**src/rtl/bso_pkg.sv**
```systemverilog
package bso_pkg;
  // strobes from control to datapath for one clock edge
  typedef struct packed {
    logic loadA;   // write bank A this edge
    logic loadB;   // write bank B this edge
    logic usePat;  // load a checkerboard instead of the sample
    logic patSel;  // 0: even bits high, 1: odd bits high
  } bsoStrobes_t;
endpackage

```
**src/rtl/bso_ctrl.sv**
```systemverilog
module bso_ctrl
  import bso_pkg::*;
(
  input  logic        clk,
  input  logic        rstN,
  input  logic        sampleValid,
  input  logic        testMode,
  output bsoStrobes_t strobes
);
  logic pipeValid;  // a formatted sample waits in the datapath stage
  logic bankSel;    // 0: next load goes to bank A
  logic patToggle;  // 1: next test load uses the second pattern

  always_ff @(posedge clk or negedge rstN) begin
    if (!rstN) begin
      pipeValid <= 1'b0;
      bankSel   <= 1'b0;
      patToggle <= 1'b0;
    end else begin
      pipeValid <= sampleValid;
      if (pipeValid) bankSel <= ~bankSel;
      if (!testMode)      patToggle <= 1'b0;
      else if (pipeValid) patToggle <= ~patToggle;
    end
  end

  always_comb begin
    strobes.loadA  = pipeValid & ~bankSel;
    strobes.loadB  = pipeValid &  bankSel;
    strobes.usePat = testMode;
    strobes.patSel = patToggle;
  end
endmodule

```
**src/rtl/bso_path.sv**
```systemverilog
module bso_path
  import bso_pkg::*;
#(
  parameter int CODE_W = 6
) (
  input  logic              clk,
  input  logic              rstN,
  input  logic [CODE_W:0]   sampleIn,
  input  logic              msbInv,
  input  logic              lowInv,
  input  bsoStrobes_t       strobes,
  output logic [CODE_W:0]   bankA,
  output logic [CODE_W:0]   bankB,
  output logic              drA,
  output logic              drB
);
  localparam int WORD_W = CODE_W + 1;

  logic [WORD_W-1:0] fmtMask;
  logic [WORD_W-1:0] pipeWord;
  logic [WORD_W-1:0] patOne;
  logic [WORD_W-1:0] loadWord;

  // overrange bit never inverted; top code bit and low field independently
  assign fmtMask = {1'b0, msbInv, {(CODE_W-1){lowInv}}};

  generate
    for (genvar i = 0; i < WORD_W; i++) begin : g_pat
      assign patOne[i] = (i % 2 == 0);
    end
  endgenerate

  always_comb begin
    if (strobes.usePat) loadWord = strobes.patSel ? ~patOne : patOne;
    else                loadWord = pipeWord;
  end

  always_ff @(posedge clk or negedge rstN) begin
    if (!rstN) begin
      pipeWord <= '0;
      bankA    <= '0;
      bankB    <= '0;
      drA      <= 1'b0;
      drB      <= 1'b0;
    end else begin
      pipeWord <= sampleIn ^ fmtMask;
      if (strobes.loadA) begin
        bankA <= loadWord;
        drA   <= ~drA;
      end
      if (strobes.loadB) begin
        bankB <= loadWord;
        drB   <= ~drB;
      end
    end
  end
endmodule

```
**src/rtl/bank_split_out.sv**
```systemverilog
module bank_split_out
  import bso_pkg::*;
#(
  parameter int CODE_W = 6
) (
  input  logic            clk,
  input  logic            rstN,
  input  logic [CODE_W:0] sampleIn,
  input  logic            sampleValid,
  input  logic            msbInv,
  input  logic            lowInv,
  input  logic            testMode,
  output logic [CODE_W:0] bankA,
  output logic [CODE_W:0] bankB,
  output logic            drA,
  output logic            drB
);
  bsoStrobes_t strobes;

  bso_ctrl uCtrl (
    .clk(clk), .rstN(rstN), .sampleValid(sampleValid),
    .testMode(testMode), .strobes(strobes)
  );

  bso_path #(.CODE_W(CODE_W)) uPath (
    .clk(clk), .rstN(rstN), .sampleIn(sampleIn), .msbInv(msbInv),
    .lowInv(lowInv), .strobes(strobes), .bankA(bankA), .bankB(bankB),
    .drA(drA), .drB(drB)
  );
endmodule

```
**config.mk**
```make
export PLATFORM = sky130hd
export DESIGN_NAME = bank_split_out
export DESIGN_NICKNAME = d
export VERILOG_FILES = /design/src/rtl/bso_pkg.sv /design/src/rtl/bso_ctrl.sv /design/src/rtl/bso_path.sv /design/src/rtl/bank_split_out.sv
export SDC_FILE = /design/constraint.sdc
export NUM_CORES = 1
export LEC_CHECK = 0
export BUFFER_PORTS_ARGS = -buffer_cell sky130_fd_sc_hd__buf_2
export CORE_MARGIN = 2
export CORE_UTILIZATION = 40
export CTS_BUF_LIST = sky130_fd_sc_hd__clkbuf_8
export CTS_CLUSTER_DIAMETER = 120
export DETAILED_ROUTE_END_ITERATION = 6
export PLACE_DENSITY = 0.67
export SLEW_MARGIN = 10
export SYNTH_ARGS = -nofsm -noshare
export SYNTH_HDL_FRONTEND = slang
export SYNTH_SLANG_ARGS = --single-unit
```
**constraint.sdc**
```tcl
create_clock -name clk -period 0.95 [get_ports clk]
set_input_delay 0.19 -clock clk [delete_from_list [all_inputs] [get_ports clk]]
set_output_delay 0.19 -clock clk [all_outputs]
set_load 0.05 [all_outputs]
```
=== Word-level counts from Yosys, hierarchy flattened ===
Cells that the tools add are included.

* Equal/unequal tests: 1
* Mux-type cells: 4
* Bitwise logic cells: 7

{| class="wikitable"
|+ Operator list
! kind !! number
|-
| 7-bit 2-to-1 mux || 2
|-
| 7-bit by 6-bit bitwise XOR with 7-bit output || 1
|-
| 1-bit inverter || 4
|-
| 1-bit bitwise AND || 2
|-
| 1-bit 2-to-1 mux || 2
|-
| 2-bit by 1-bit inequality test with 1-bit output (second input constant) || 1
|}

* Output and inout port bits: 16
* Bits of input ports: 13
* Logic and storage cells: 20
* Register bits: 26

=== Longest topological paths before layout ===
Gate-level depths: netlist (run 1).

* Depth after elaboration: 3
* Gate-level depth with buffers: 4
* Gate-level depth less buffers: 3

=== By module ===
Synthesis (run 1) repeated with hierarchy kept, for this count alone.

* Cells, all modules: 82
* Area, all modules: 1024.7 um^2

{| class="wikitable"
|+ Modules (own cells, without submodules)
! module !! seq. area each (um^2) !! area an instance (um^2) !! cells an instance !! times used
|-
| bso_path || 575.6 || 897.1 || 72 || 1
|-
| bso_ctrl || 75.1 || 127.6 || 10 || 1
|}

=== Worst setup path before layout (run 1) ===
Ideal clock, no wire load.

* Path kind: reg2reg
* From: reg uCtrl.bankSel
* To: reg uPath.drA
* Clock period less this slack: 966 ps
* Arrival: 826 ps
* Buffers on the path: 1
* Stages on the path, launching flop included: 4
* Path slack: -16 ps
* Setup time: 139 ps
* Required time: 811 ps
* Cells stage by stage: dfrtp_1 > nand2b_4 > buf_6 > xnor2_2

* Longest elaborated chain between the ends: 2

{| class="wikitable"
|+ RTL lines
! item !! RTL line !! RTL
|-
| start: declaration || bso_ctrl.sv:11 || <nowiki>logic bankSel;</nowiki>
|-
| start signal: assignment || bso_ctrl.sv:21 || <nowiki>if (pipeValid) bankSel <= ~bankSel;</nowiki>
|-
| 1-bit inverter || bso_ctrl.sv:28 || <nowiki>strobes.loadA = pipeValid & ~bankSel;</nowiki>
|-
| 1-bit bitwise AND || bso_ctrl.sv:28 ||
|-
| end signal: assignment || bso_path.sv:49 || <nowiki>drA <= ~drA;</nowiki>
|-
| end: declaration || bso_path.sv:14 || <nowiki>output logic drA,</nowiki>
|}

Every way passes these cells.
A chain may end at the register's enable or synchronous reset.

=== Final worst setup path (run 1) ===
* From: reg uPath.bankB[5]
* To: out bankB[5]

{| class="wikitable"
|+ RTL lines
! item !! RTL line !! RTL
|-
| start: declaration || bso_path.sv:13 || <nowiki>output logic [CODE_W:0] bankB,</nowiki>
|-
| start signal: assignment || bso_path.sv:52 || <nowiki>bankB <= loadWord;</nowiki>
|-
| end: declaration || bank_split_out.sv:14 || <nowiki>output logic [CODE_W:0] bankB,</nowiki>
|}

No word-level cell between the ends.

==> results.sh, run 1 <==
export IMPL_ys_flop_type="dfrtp_1"
export IMPL_max_slew_margin_pct=79.7
export IMPL_ys_seq_elements=26
export IMPL_synth_common_cells="26 x dfrtp_1, 15 x nand2_1, 12 x o21ai_0"
export IMPL_drv_slew=0
export IMPL_cts_buffers_inserted=3
export IMPL_synth_area_mm2=0.00100
export IMPL_outcome="complete, but fails checks"
export IMPL_post_route_util_pct=64.5
export IMPL_crit_chain="buf_6"
export IMPL_dp_cells=141
export IMPL_overflow=0
export IMPL_fin_cells=159
export IMPL_drt_wl_total_um=2120
export IMPL_cap_violations=0
export IMPL_path_depth=1
export IMPL_cts_max_path_buffers=2
export IMPL_layout_drive_gt1_share_pct=59.7
export IMPL_startpoint_type="flip-flop"
export IMPL_io_pins=29
export IMPL_fin_nets=143
export IMPL_vias=743
export IMPL_hold_ws_ps=18.0
export IMPL_fin_crit_sh_pct=109
export IMPL_path_max_fanout=2
export IMPL_cts_tree="yes"
export IMPL_gp_congestion=0.685
export IMPL_yosysTopAreaCellShare_pct=64.8
export IMPL_final_area_mm2=0.00157
export IMPL_dieHeight_um=54.1
export IMPL_synth_area_leaders="dfrtp_1 65%, xor2_1 6.1%, o21ai_0 6.0%"
export IMPL_yosysSeqAreaShare_pct=64.8
export IMPL_cts_sinks=26
export IMPL_yosysTopAreaCell="dfrtp_1"
export IMPL_hold_class="in -> reg"
export IMPL_ff2ff_setup_slack_ps=-70
export IMPL_synth_cell_types=17
export IMPL_synth_edf_count=0
export IMPL_max_freq_ghz=0.966
export IMPL_r2r_cells=3
export IMPL_synthArstFlopShare_pct=100
export IMPL_whs_path_depth=1
export IMPL_crit_buf_inv=1
export IMPL_hold_violations=0
export IMPL_antenna_found_initial=0
export IMPL_synth_warnings=0
export IMPL_cellPowerDensity_mw_per_mm2=3660
export IMPL_dp_final_hpwl_um=1300
export IMPL_syn_inst=80
export IMPL_rsz0062_at_grt="true"
export IMPL_synth_fp_nets=93
export IMPL_finalPower_mw=5.73
export IMPL_finalWorstSetupSlack_ps=-84.8
export IMPL_fin_skew_ps=3.58
export IMPL_place_area_mm2=0.00121
export IMPL_cts_root_buffer="clkbuf_8"
export IMPL_path_delay_family="flip-flops"
export IMPL_dr_pass1_iters=3
export IMPL_grt_pass1_wl_um=3220
export IMPL_syn_area_per_cell_um2=12.5
export IMPL_antenna_cells=0
export IMPL_htree_levels=1
export IMPL_avgViaCountPerCell=4.67
export IMPL_slowest_stage="dfrtp_1"
export IMPL_drc=0
export IMPL_p_leak_nw=0.760
export IMPL_grt_pass1_vias=732
export IMPL_dieArea_mm2=0.00293
export IMPL_synth_most_common_cell="dfrtp_1"
export IMPL_critical_path_required_ps=760
export IMPL_fin_tns_setup_ps=-1620
export IMPL_worstSetupPathType="reg -> out"
export IMPL_dr_first_iter_drc_count=1
export IMPL_grt_max_degree=27
export IMPL_fillerInstances=199
export IMPL_rows=18
export IMPL_ant_nets=0
export IMPL_track_usage_pct=16.8
export IMPL_fp_coreArea_mm2=0.00243
export IMPL_violations="negative setup slack"
export IMPL_peakVddDrop_mv=2.42
export IMPL_worst_setup_path_end_kind="primary output"
export IMPL_path_clk_slew_ps=90
export IMPL_worstSkewPairLatency_ps=270
export IMPL_period_minus_slack_ps=1030
export IMPL_start_util_pct=41.3
export IMPL_cp_arrival_ps=840
export IMPL_worst_pin_slew_ps=302
export IMPL_die_w_um=54.1
export IMPL_finalSetupViolCount=29
export IMPL_areaGrowthSynthToFinish_pct=56.2
export IMPL_slowest_delay_ps=410
export IMPL_wl_per_cell_um=13.3
export IMPL_post_place_ws_ps=-48.1
export IMPL_io_buffers=28
-- where the power goes --
part / internal, mW / total (mW) / switching (mW)
logic: 1.35 / 3.22 / 1.87
registers: 1.50 / 1.80 / 0.306
clock network: 0.371 / 0.709 / 0.339
-- cell type report --
type | count | area [um^2] | share of cell area [%]
clock buffers | 4 | 55.1 | 3.51
inverters | 1 | 3.75 | 0.239
repair buffers | 46 | 402 | 25.6
multi-input cells | 52 | 417 | 26.6
flip-flops and latches | 26 | 653 | 41.7
well taps | 30 | 37.5 | 2.39
-- per-layer routing --
metal / routed length [um] / global-route usage [%] / up-vias
li1: - / - / 360
met1: 865 / 19.8 / 349
met2: 1070 / 26.8 / 27
met3: 100 / 3.33 / 7
met4: 81 / 12.5 / 0
met5: 0 / 0 / -
-- worst paths after layout --
path                                  from         endpoint
max reg2reg                uCtrl.pipeValid   uPath.bankA[2]
min in group asynchronous             rstN   uPath.bankB[4]
min reg2reg                 uPath.bankA[1]   uPath.bankA[1]
min                            sampleValid  uCtrl.pipeValid
max in group asynchronous             rstN    uCtrl.bankSel
max                         uPath.bankB[5]         bankB[5]
-- registers in the layout (all words and copies together) (netlist names) --
signal	flops
uPath.pipeWord	7
uCtrl.bankSel	1
uPath.bankA	7
uPath.drB	1
uCtrl.pipeValid	1
uPath.bankB	7
uCtrl.patToggle	1
uPath.drA	1
-- cell usage in the layout (no fill, tap or decap) --
cell type	n
nand2_8	1
xnor2_2	3
buf_2	12
nand2_2	8
buf_12	1
o21ai_2	4
buf_6	19
nand2_1	7
buf_4	13
xor2_1	6
dfrtp_2	2
o21ai_1	10
nand2b_4	2
o21ai_0	2
nor2_1	1
dfrtp_1	24
a21oi_2	2
a21boi_2	3
nor2b_4	1
clkbuf_8	4
nand2_4	1
inv_1	1
xor2_2	1
dlygate4sd3_1	1
-- cells by family (layout without fill, tap and decap cells) --
| family | after synthesis | count (layout) | share of synthesized area, % |
|---|---|---|---|
| DFF | 26 | 26 | 64.8 |
| xor gates and xnor gates | 10 | 10 | 10.2 |
| AOI/OAI and AO/OA | 21 | 21 | 12.7 |
| buffers and inverters | 4 | 51 | 3.12 |
| and+or+nand+nor | 19 | 21 | 9.10 |
-- what timing repair did --
action                     4_1_cts  5_1_grt
buffers inserted                 8        3
resized for setup               42       26
cloned                           1        1
pin swaps                        0       15
setup endpoints to repair       29       32
hold buffers                     1        0
hold endpoints to repair        26        0
No activity file was read; power rests on OpenSTA's default activity.
==> inputs of run 2 (changes only) <==
Settings changed: CORE_UTILIZATION 40 to 31, PLACE_DENSITY 0.67 to unset.
==> run 2 against run 1 <==
Against the previous run: the flow still finishes with violations (negative setup slack); combinational power hardly changed; hold slack improved by 12 ps; maximum frequency fell by 1.2%; largest power group unchanged.
==> results.sh, run 2 (same netlist as run 1, synthesis figures left out) <==
export IMPL_cts_max_path_buffers=2
export IMPL_power_switching_mw=2.46
export IMPL_drv_slew=0
export IMPL_fin_tns_setup_ps=-1180
export IMPL_fin_crit_sh_pct=110
export IMPL_clockPowerShare_pct=12.0
export IMPL_die_w_um=60.9
export IMPL_finalSetupViolCount=21
export IMPL_worst_pin_slew_ps=308
export IMPL_io_buffers=28
export IMPL_post_place_ws_ps=-72.7
export IMPL_path_depth=1
export IMPL_p_seq_share_pct=31.9
export IMPL_violations="negative setup slack"
export IMPL_r2r_end="uCtrl.patToggle"
export IMPL_grt_met3_usage_pct=4.90
export IMPL_drt_wl_total_um=2100
export IMPL_place_area_mm2=0.00123
export IMPL_worstSetupPathType="reg -> out"
export IMPL_fin_cells=174
export IMPL_start_util_pct=32.6
export IMPL_reg2reg_from="uCtrl.pipeValid"
export IMPL_startpoint_type="flip-flop"
export IMPL_ant_nets=0
export IMPL_worstSkewPairLatency_ps=270
export IMPL_top_regs="uPath.bankA: 7 flops, uPath.bankB: 7 flops, uPath.pipeWord: 7 flops"
export IMPL_dr_pass1_iters=4
export IMPL_finalPower_mw=5.72
export IMPL_grt_busiest_layer="met2"
export IMPL_antenna_cells=0
export IMPL_rsz0062_at_grt="true"
export IMPL_met1_usage_pct=14.8
export IMPL_switching_share_pct=43.1
export IMPL_crit_buf_inv=1
export IMPL_pwr_share_comb_pct=56.1
export IMPL_ff2ff_setup_slack_ps=-30
export IMPL_cts_sinks=26
export IMPL_htree_levels=1
export IMPL_cellPowerDensity_mw_per_mm2=3610
export IMPL_path_max_fanout=2
export IMPL_grt_pass1_wl_um=3150
export IMPL_cts_buffers_inserted=3
export IMPL_wl_per_cell_um=12.1
export IMPL_hold_class="in -> reg"
export IMPL_dp_final_hpwl_um=1360
export IMPL_dieHeight_um=60.9
export IMPL_p_leak_nw=0.767
export IMPL_layout_drive_gt1_share_pct=55.4
export IMPL_internal_power_mw=3.25
export IMPL_grt_pass1_vias=714
export IMPL_finalWorstSetupSlack_ps=-97.1
export IMPL_dieArea_mm2=0.00371
export IMPL_crit_chain="buf_6"
export IMPL_antenna_found_initial=0
export IMPL_avgViaCountPerCell=4.39
export IMPL_grt_use_met2_pct=18.4
export IMPL_crit_start="uPath.bankA[5]"
export IMPL_path_clk_slew_ps=80
export IMPL_slowest_stage="dfrtp_1"
export IMPL_dp_cells=155
export IMPL_peakVddDrop_mv=1.24
export IMPL_gp_congestion=0.699
export IMPL_layout_commonest_cell="dfrtp_1"
export IMPL_crit_end="bankA[5]"
export IMPL_rows=20
export IMPL_whs_path_depth=1
export IMPL_r2r_cells=3
export IMPL_cts_tree="yes"
export IMPL_fin_nets=144
export IMPL_drc=0
export IMPL_cts_root_buffer="clkbuf_8"
export IMPL_io_pins=29
export IMPL_cap_violations=0
export IMPL_max_freq_ghz=0.955
export IMPL_critical_path_required_ps=760
export IMPL_worst_setup_path_end_kind="primary output"
export IMPL_max_slew_margin_pct=79.5
export IMPL_period_minus_slack_ps=1050
export IMPL_fillerInstances=274
export IMPL_cp_arrival_ps=860
export IMPL_path_delay_family="flip-flops"
export IMPL_outcome="complete, but fails checks"
export IMPL_slowest_delay_ps=420
export IMPL_final_area_mm2=0.00158
export IMPL_areaGrowthSynthToFinish_pct=57.6
export IMPL_dr_first_iter_drc_count=15
export IMPL_vias=764
export IMPL_final_cell_mix="24 x dfrtp_1, 18 x buf_6, 14 x buf_4, 12 x nand2_1, 12 x buf_2"
export IMPL_fin_skew_ps=5.30
export IMPL_hold_violations=0
export IMPL_fp_coreArea_mm2=0.00308
export IMPL_track_usage_pct=11.7
export IMPL_grt_max_degree=16
export IMPL_overflow=0
run 2: power groups by stage:
stage | clock [mW] | combinational [mW] | sequential (mW)
after floorplan | 0 | 0.566 | 2.88
after global placement | 0 | 2.20 | 1.73
after detailed placement | 0 | 2.22 | 1.75
after CTS | 0.714 | 2.83 | 1.82
after global routing | 0.736 | 3.38 | 1.86
final | 0.686 | 3.21 | 1.82
run 2: worst min path at each step:
stage                     slack, ps           endpoint         from
after global placement           90  uPath.pipeWord[2]         rstN
after floorplan                -110      uCtrl.bankSel         rstN
after global routing             20    uCtrl.pipeValid  sampleValid
after detailed placement         90  uPath.pipeWord[2]         rstN
after CTS                        20  uPath.pipeWord[6]  sampleIn[6]
final                            30  uPath.pipeWord[6]  sampleIn[6]
run 2: cell type report:
type	instances	area (um^2)	area share, %
clock buffers	4	55.1	3.48
flip-flops and latches	26	653	41.3
repair buffers	47	418	26.4
inverters	1	3.75	0.237
well taps	44	55.1	3.48
multi-input cells	52	397	25.1
run 2: metal layers:
layer  up-vias  share of wire (%)
li1        361                  -
met1       371                 41
met2        28                 51
met3         4                6.3
met4         0                1.6
met5         -                  0
run 2: timing repair:
item,in CTS,in global routing
setup endpoints to repair,30,32
endpoints found under the hold margin,11,0
buffers inserted,4,8
cloned,1,1
hold buffers,1,0
resized for setup,46,16
pin swaps,2,12
run 2: stage by stage:
step	hold slack (ps)	utilization [%]
2_1_floorplan	-106	-
3_3_place_gp	85.0	39.9
3_5_place_dp	89.2	39.9
4_1_cts	20.2	47.8
5_1_grt	19.6	51.4
6_report	29.7	51.4
==> inputs of run 3 (changes only) <==
Settings changed: SKIP_LAST_GASP set to 1.
==> run 3 against run 2 <==
Against the previous run: register-to-register slack about the same; total power decreased by 0.21%; the flow still finishes with violations (negative setup slack); largest cell class unchanged; sequential cell count unchanged; clock power decreased by 0.7%; non-clock buffer count unchanged.
==> results.sh, run 3 (same netlist as run 1, synthesis figures left out) <==
export IMPL_power_switching_mw=2.45
export IMPL_drt_wl_total_um=2060
export IMPL_worst_pin_slew_ps=299
export IMPL_fin_nets=144
export IMPL_clockPowerShare_pct=11.9
export IMPL_max_slew_margin_pct=80.1
export IMPL_crit_buf_inv=1
export IMPL_rsz0062_at_grt="true"
export IMPL_fin_cells=174
export IMPL_fin_crit_sh_pct=109
export IMPL_grt_max_degree=16
export IMPL_dieHeight_um=60.9
export IMPL_dieArea_mm2=0.00371
export IMPL_cts_buffers_inserted=3
export IMPL_path_max_fanout=2
export IMPL_grt_pass1_vias=709
export IMPL_worstSetupPathType="reg -> out"
export IMPL_outcome="complete, but fails checks"
export IMPL_pwr_share_comb_pct=56.2
export IMPL_cellPowerDensity_mw_per_mm2=3590
export IMPL_finalWorstSetupSlack_ps=-90.0
export IMPL_dr_pass1_iters=2
export IMPL_avgViaCountPerCell=4.34
export IMPL_worst_setup_path_end_kind="primary output"
export IMPL_period_minus_slack_ps=1040
export IMPL_hold_violations=0
export IMPL_ant_nets=0
export IMPL_layout_commonest_cell="dfrtp_1"
export IMPL_wl_per_cell_um=11.9
export IMPL_antenna_cells=0
export IMPL_post_route_util_pct=51.6
export IMPL_io_pins=29
export IMPL_cts_max_path_buffers=2
export IMPL_track_usage_pct=11.6
export IMPL_cap_violations=0
export IMPL_areaGrowthSynthToFinish_pct=58.4
export IMPL_cts_tree="yes"
export IMPL_fin_tns_setup_ps=-1100
export IMPL_startpoint_type="flip-flop"
export IMPL_crit_chain="buf_6"
export IMPL_dp_cells=155
export IMPL_fp_coreArea_mm2=0.00308
export IMPL_hold_ws_ps=29.5
export IMPL_internal_power_mw=3.25
export IMPL_final_cell_mix="24 x dfrtp_1, 18 x buf_6, 14 x buf_4, 12 x nand2_1, 12 x buf_2"
export IMPL_path_delay_family="flip-flops"
export IMPL_drv_slew=0
export IMPL_antenna_found_initial=0
export IMPL_hold_class="in -> reg"
export IMPL_rows=20
export IMPL_switching_share_pct=43.0
export IMPL_io_buffers=28
export IMPL_dr_first_iter_drc_count=7
export IMPL_cts_root_buffer="clkbuf_8"
export IMPL_cp_arrival_ps=850
export IMPL_cts_sinks=26
export IMPL_max_freq_ghz=0.962
export IMPL_layout_drive_gt1_share_pct=55.4
export IMPL_grt_pass1_wl_um=3140
export IMPL_fin_skew_ps=3.74
export IMPL_worstSkewPairLatency_ps=260
export IMPL_p_leak_nw=0.775
export IMPL_htree_levels=1
export IMPL_violations="negative setup slack"
export IMPL_top_regs="uPath.bankA: 7 flops, uPath.bankB: 7 flops, uPath.pipeWord: 7 flops"
export IMPL_slowest_stage="dfrtp_1"
export IMPL_finalSetupViolCount=21
export IMPL_vias=756
export IMPL_peakVddDrop_mv=1.24
export IMPL_p_seq_share_pct=31.9
export IMPL_die_w_um=60.9
export IMPL_dp_final_hpwl_um=1360
export IMPL_slowest_delay_ps=420
export IMPL_critical_path_required_ps=760
export IMPL_start_util_pct=32.6
export IMPL_overflow=0
export IMPL_path_clk_slew_ps=80
export IMPL_gp_congestion=0.699
export IMPL_drc=0
## run 3: cell counts in the layout (fill, tap and decap cells not counted)
Identical to the previous run, type by type.
## run 3: worst paths after layout
check,to,from,depth (start not counted),slack (ps)
worst max-delay path,bankA[5],uPath.bankA[5],1,-90
worst min-delay path,uPath.pipeWord[6],sampleIn[6],1,30
worst max register to register,uCtrl.patToggle,uCtrl.pipeValid,3,-20
worst min register to register,uPath.bankB[0],uPath.bankB[0],2,520
max in group asynchronous,uCtrl.bankSel,rstN,3,240
min in group asynchronous,uPath.drA,rstN,2,330
## run 3: power by group through the flow
stage	sequential (mW)	clock, mW	combinational [mW]
4_1_cts	1.82	0.714	2.81
5_1_grt	1.85	0.736	3.38
3_5_place_dp	1.75	0	2.22
6_report	1.82	0.681	3.21
2_1_floorplan	2.88	0	0.566
3_3_place_gp	1.73	0	2.20
## run 3: area by class of cell
type                            instances  area [um^2]
Fill cell                             273         1490
Inverter                                1         3.75
Timing Repair Buffer                   47          418
Sequential cell                        26          653
Tap cell                               44         55.1
Clock buffer                            4         55.1
Multi-Input combinational cell         52          404
## run 3: what timing repair did
item / in CTS / in global routing
resized for setup: 44 / 18
endpoints found under the setup margin: 30 / 32
hold endpoints to repair: 11 / 0
cloned: 1 / 1
pin swaps: 2 / 8
hold buffers: 1 / 0
buffers inserted: 4 / 8
## run 3: through the flow
stage                     cell area (um^2)  setup slack (ps)  power (mW)
after floorplan                       1000             -15.3        3.44
after global placement                1230             -14.4        3.93
after detailed placement              1230             -72.7        3.97
after CTS                             1470             -98.4        5.34
after global routing                  1590              -104        5.97
final                                 1590             -90.0        5.70
## run 3: routing by layer
layer  wire length (um)  share of wire, %  track usage, %  vias to the layer above
met2               1050                51            18.3                       28
li1                   -                 -               -                      359
met4                 31               1.5            3.11                        0
met1                849                41            14.8                      365
met5                  0                 0               0                        -
met3                136               6.6            4.90                        4
